File: src/rtl/cic5_pkg.sv
package cic5_pkg;

  // Round half-up by dropping 'drop' low bits, then clamp to a signed 'ow'-bit range.
  function automatic logic [31:0] round_sat(input logic signed [63:0] v,
                                            input int drop, input int ow);
    logic signed [63:0] r;
    logic signed [63:0] hi;
    logic signed [63:0] lo;
    r  = (v + (64'sd1 <<< (drop - 1))) >>> drop;
    hi = (64'sd1 <<< (ow - 1)) - 64'sd1;
    lo = -(64'sd1 <<< (ow - 1));
    if (r > hi)      r = hi;
    else if (r < lo) r = lo;
    return r[31:0];
  endfunction

endpackage

File: src/rtl/cic5_integrator.sv
module cic5_integrator #(
  parameter int W = 66
) (
  input  logic         clk,
  input  logic         rst,
  input  logic         step,
  input  logic         en,
  input  logic [W-1:0] din,
  output logic [W-1:0] acc_q
);

  always_ff @(posedge clk) begin
    if (rst)       acc_q <= '0;
    else if (step) acc_q <= en ? (acc_q + din) : din;
  end

  // an integrator never moves without a valid non-bypass sample
  a_r3_hold_idle: assert property (@(posedge clk) disable iff (rst)
    !step |=> $stable(acc_q));

endmodule

File: src/rtl/cic5_rate_divider.sv
module cic5_rate_divider #(
  parameter int RATE_W   = 6,
  parameter int MIN_RATE = 4
) (
  input  logic              clk,
  input  logic              rst,
  input  logic              step,
  input  logic [RATE_W-1:0] rate,
  output logic              tick
);

  logic [RATE_W-1:0] rate_eff;
  logic [RATE_W-1:0] cnt_q;

  assign rate_eff = (rate < RATE_W'(MIN_RATE)) ? RATE_W'(MIN_RATE) : rate;

  always_ff @(posedge clk) begin
    if (rst) begin
      cnt_q <= '0;
      tick  <= 1'b0;
    end else begin
      tick <= 1'b0;
      if (step) begin
        if (cnt_q >= rate_eff - RATE_W'(1)) begin
          cnt_q <= '0;
          tick  <= 1'b1;
        end else begin
          cnt_q <= cnt_q + RATE_W'(1);
        end
      end
    end
  end

  // with a minimum rate of 4, strobes are never back to back
  a_r4_tick_isolated: assert property (@(posedge clk) disable iff (rst)
    tick |=> !tick);

  // a strobe only follows an accepted sample
  a_r4_tick_after_step: assert property (@(posedge clk) disable iff (rst)
    tick |-> $past(step));

endmodule

File: src/rtl/cic5_comb_chain.sv
module cic5_comb_chain #(
  parameter int W = 26,
  parameter int N = 5
) (
  input  logic         clk,
  input  logic         rst,
  input  logic         tick,
  input  logic [N-1:0] en,
  input  logic [W-1:0] din,
  output logic [W-1:0] dout
);

  logic [N-1:0][W-1:0] dly_q;
  logic [W-1:0]        stg [N+1];

  assign stg[0] = din;

  for (genvar k = 0; k < N; k++) begin : g_comb
    assign stg[k+1] = en[k] ? (stg[k] - dly_q[k]) : stg[k];

    always_ff @(posedge clk) begin
      if (rst)       dly_q[k] <= '0;
      else if (tick) dly_q[k] <= stg[k];
    end
  end

  assign dout = stg[N];

  // comb memory only changes on the decimated strobe
  a_r5_delay_hold: assert property (@(posedge clk) disable iff (rst)
    !tick |=> $stable(dly_q));

endmodule

File: src/rtl/cic5_decimator.sv
module cic5_decimator #(
  parameter int IN_W     = 16,
  parameter int ACC_W    = 66,
  parameter int STAGES   = 5,
  parameter int TRIM     = 10,
  parameter int OUT_W    = 16,
  parameter int RATE_W   = 6,
  parameter int SHIFT_W  = 6,
  parameter int MIN_RATE = 4
) (
  input  logic               clk,
  input  logic               rst,
  input  logic [IN_W-1:0]    in_data,
  input  logic               in_valid,
  input  logic [SHIFT_W-1:0] growth,
  input  logic [RATE_W-1:0]  dec_rate,
  input  logic               bypass,
  input  logic [STAGES-1:0]  int_en,
  input  logic [STAGES-1:0]  comb_en,
  output logic [OUT_W-1:0]   out_data,
  output logic               out_valid
);
  import cic5_pkg::*;

  localparam int COMB_W = ACC_W - (STAGES - 1) * TRIM;
  localparam int RND    = COMB_W - OUT_W;

  logic [IN_W-1:0]   in_q;
  logic              in_vq;
  logic [ACC_W-1:0]  shifted;
  logic [ACC_W-1:0]  stage_q [STAGES];
  logic              step;
  logic              tick;
  logic [COMB_W-1:0] integ_out;
  logic [COMB_W-1:0] comb_out;
  logic [COMB_W-1:0] byp_word;

  always_ff @(posedge clk) begin
    if (rst) begin
      in_q  <= '0;
      in_vq <= 1'b0;
    end else begin
      in_vq <= in_valid;
      if (in_valid) in_q <= in_data;
    end
  end

  assign shifted  = {{(ACC_W-IN_W){in_q[IN_W-1]}}, in_q} << growth;
  assign step     = in_vq & ~bypass;
  assign byp_word = shifted[ACC_W-1 -: COMB_W];

  for (genvar k = 0; k < STAGES; k++) begin : g_int
    localparam int W = ACC_W - k * TRIM;
    logic [W-1:0] din;
    logic [W-1:0] q;
    if (k == 0) begin : g_first
      assign din = shifted;
    end else begin : g_next
      assign din = stage_q[k-1][W+TRIM-1:TRIM];
    end
    cic5_integrator #(.W(W)) u_int (
      .clk(clk), .rst(rst), .step(step), .en(int_en[k]), .din(din), .acc_q(q)
    );
    if (W < ACC_W) begin : g_pad
      assign stage_q[k] = {{(ACC_W-W){1'b0}}, q};
    end else begin : g_full
      assign stage_q[k] = q;
    end
  end

  assign integ_out = stage_q[STAGES-1][COMB_W-1:0];

  cic5_rate_divider #(.RATE_W(RATE_W), .MIN_RATE(MIN_RATE)) u_div (
    .clk(clk), .rst(rst), .step(step), .rate(dec_rate), .tick(tick)
  );

  cic5_comb_chain #(.W(COMB_W), .N(STAGES)) u_comb (
    .clk(clk), .rst(rst), .tick(tick), .en(comb_en), .din(integ_out), .dout(comb_out)
  );

  always_ff @(posedge clk) begin
    if (rst) begin
      out_data  <= '0;
      out_valid <= 1'b0;
    end else if (bypass) begin
      out_valid <= in_vq;
      if (in_vq)
        out_data <= OUT_W'(round_sat(64'(signed'(byp_word)), RND, OUT_W));
    end else begin
      out_valid <= tick;
      if (tick)
        out_data <= OUT_W'(round_sat(64'(signed'(comb_out)), RND, OUT_W));
    end
  end

  // in bypass every registered sample yields a result one edge later
  a_r9_bypass_echo: assert property (@(posedge clk) disable iff (rst)
    (bypass && in_vq) |=> out_valid);

  // in filter mode a result only appears after a decimated strobe
  a_r7_out_after_tick: assert property (@(posedge clk) disable iff (rst)
    (out_valid && !$past(bypass)) |-> $past(tick));

  // nothing is emitted without a registered sample behind it
  a_r1_quiet_start: assert property (@(posedge clk) disable iff (rst)
    (!$past(in_vq) && !$past(tick)) |-> !out_valid);

endmodule

File: config.mk
export PLATFORM = sky130hd
export DESIGN_NAME = cic5_decimator
export DESIGN_NICKNAME = d
export VERILOG_FILES = /design/src/rtl/cic5_pkg.sv /design/src/rtl/cic5_integrator.sv /design/src/rtl/cic5_rate_divider.sv /design/src/rtl/cic5_comb_chain.sv /design/src/rtl/cic5_decimator.sv
export SDC_FILE = /design/constraint.sdc
export NUM_CORES = 2
export LEC_CHECK = 0
export BUFFER_PORTS_ARGS = -buffer_cell sky130_fd_sc_hd__buf_2
export CAP_MARGIN = 20
export CORE_MARGIN = 5
export CORE_UTILIZATION = 55
export CTS_BUF_LIST = sky130_fd_sc_hd__clkbuf_8
export DETAILED_ROUTE_END_ITERATION = 8
export PLACE_DENSITY_LB_ADDON = 0.1
export SLEW_MARGIN = 10
export SYNTH_ARGS = -nofsm -noshare
export SYNTH_HDL_FRONTEND = slang
export SYNTH_HIERARCHICAL = 1
export SYNTH_SLANG_ARGS = --single-unit
File: constraint.sdc
create_clock -name clk -period 11.2 [get_ports clk]
set_clock_uncertainty 0.2 [all_clocks]
set_input_delay 0.56 -clock clk [delete_from_list [all_inputs] [get_ports clk]]
set_output_delay 0.56 -clock clk [all_outputs]
set_load 0.005 [all_outputs]
==> results_dict.tcl <==
set metrics [dict create \
    worstRegToRegCells 52 \
    vias_per_cell 6.205 \
    slew_headroom_pct 29.97 \
    cts_buffer_depth 3 \
    worstMarginPinSlew_ns 1.039 \
    drtIter0Drc 2911 \
    cts_buffers 80 \
    fin_crit_ns 10.47 \
    dieHeight_um 280.1 \
    cp_num_buf_inv 6 \
    syn_inst 5200 \
    grt_overflow 0 \
    syn_nets 5610 \
    path_clk_slew_ns 0.06 \
    critPathMaxFanout 8 \
    r2r_slack_ns 0.73 \
    grt_pass1_vias 34730 \
    hold_viol 0 \
    total_power_mw 6.118 \
    whs_ns 0.1678 \
    crit_family "compound AO/OA/AOI/OAI gates" \
    post-place-ws_ns 0.2423 \
    htree_levels 3 \
    cts_tree "done" \
    crit_cells 52 \
    finalSetupTns_ns 0 \
    ir_worst_vdd_v 0.0001269 \
    critPathLaunchType "register" \
    layout.nets 5490 \
    antenna_left 0 \
    dp.cells 5934 \
    grt_pass1_wl_mm 181.6 \
    avgRoutedWirePerCell_um 18.44 \
    whs_path_depth 2 \
    worst_path_largest_cell_delay_ns 0.42 \
    grt_max_degree 111 \
    p_per_area_nw_per_um2 143.7 \
    layout_setup_ws_ns 0.7337 \
    io_buffers 58 \
    fmax_mhz 95.54 \
    drive_gt1_share_pct 7.949 \
    min_period_over_period_pct 93.45 \
    row_count 99 \
    leakage_nw 18.06 \
    maxCapViolations 0 \
    dieWidth_um 280.1 \
    hpwl_mm 83.11 \
    status "finished, final reports clean" \
    cts_num_sinks 401 \
    yosysWarnings 6 \
    core_um2 72590 \
    syn_to_final_growth_pct 6.129 \
    synth_area_um2 40110 \
    antenna_found_initial 1 \
    crit_arrival_ns 10.85 \
    start_util_pct 55.26 \
    dieArea_um2 78440 \
    gp_congestion 0.9527 \
    path_class "reg2reg" \
    hold_class "in2reg" \
    root_buffer "clkbuf_8" \
    insertion_delay_ns 0.69 \
    finalSetupViolations 0 \
    drc 0 \
    io_pins 59 \
    slew_violations 0 \
    crit_path_end_kind "register" \
    drt-pass1-iter-count 6 \
    avgSynthCellArea_um2 7.714 \
    fillers 6874 \
    cpMaxStageDelayCell "or3_4" \
    wirelength_mm 112.6 \
    stdcell_count 6106 \
    grt_usage_pct 27.35 \
    cp.required_ns 11.58 \
    num_vias 37890 \
]
where the power goes:
group,switching (mW),leakage (nW),internal [mW]
logic,1.73,13.8,1.20
clock network,0.713,0.970,0.935
registers,0.0658,3.26,1.48
placed cells by master (no fill, tap or decap), drive strengths merged, types with 48 or more instances in the layout:
cell / n
mux2i: 249
o21bai: 51
and3: 51
o22ai: 49
nor3: 77
a211oi: 272
nand2: 325
xor2: 102
nor2: 593
buf: 96
o21a: 58
clkbuf: 105
inv: 289
dfxtp: 401
nor2b: 72
a21o: 199
o21ai: 263
nand4: 65
nand3: 94
a21oi: 427
ha: 358
a31oi: 84
nand2b: 48
xnor2: 195
what timing repair did:
action / CTS / global route
buffers inserted: 0 / 5
gates resized for setup: 0 / 31
hold buffers: 16 / 0
endpoints found under the setup margin: 0 / 16
hold endpoints to repair: 16 / 0
flip-flops by register name, summed over array words and instances (netlist names):
register	cells
out_data	16
in_q	16
g_int.u_int/acc_q	230
u_comb/dly_q	130
u_div/tick	1
in_vq	1
u_div/cnt_q	6
out_valid	1
cell type report:
| cell class | instances | area [um^2] | area share (%) |
|---|---|---|---|
| sequential | 401 | 8034 | 18.87 |
| clock inverter | 42 | 315.3 | 0.7406 |
| timing repair buffer | 112 | 755.7 | 1.775 |
| inverter | 272 | 1021 | 2.398 |
| multi-input combinational | 4213 | 29800 | 69.99 |
| clock buffer | 105 | 1445 | 3.394 |
| antenna | 2 | 5.005 | 0.01176 |
| tap | 959 | 1200 | 2.818 |
worst paths after layout:
path	startpoint	end
worst min-delay path	rst	in_q[6]
worst max-delay path	g_int[4].u_int/acc_q[0]	out_data[2]
worst max register to register	g_int[4].u_int/acc_q[0]	out_data[2]
worst min register to register	out_data[8]	out_data[8]
per-layer routing:
metal | up-vias | wire (um) | track usage [%]
met5 | - | 0 | 0
met3 | 218 | 5284 | 3.228
met1 | 17720 | 50890 | 36.17
met2 | 979 | 52860 | 46.54
met4 | 0 | 3556 | 9.059
li1 | 18970 | - | -
per-stage QoR:
| step | utilization (%) | instance area [um^2] |
|---|---|---|
| 6_report | 58.65 | 42570 |
| 5_1_grt | 58.65 | 42570 |
| 4_1_cts | 58.38 | 42380 |
| 3_3_place_gp | 55.73 | 40460 |
| 2_1_floorplan | - | 40110 |
| 3_5_place_dp | 55.73 | 40460 |
worst register-to-register path: cells and delay by family, from the launching register on:
kind	cells	cell delay, ns
AOI/OAI and AO/OA	24	4.63
xor gates and xnor gates	4	0.61
adders and majority gates	6	1.97
buffers and inverters	6	0.51
DFF	1	0.35
muxes	1	0.23
and+or+nand+nor	11	1.86
(Power assumes the default switching activity.)
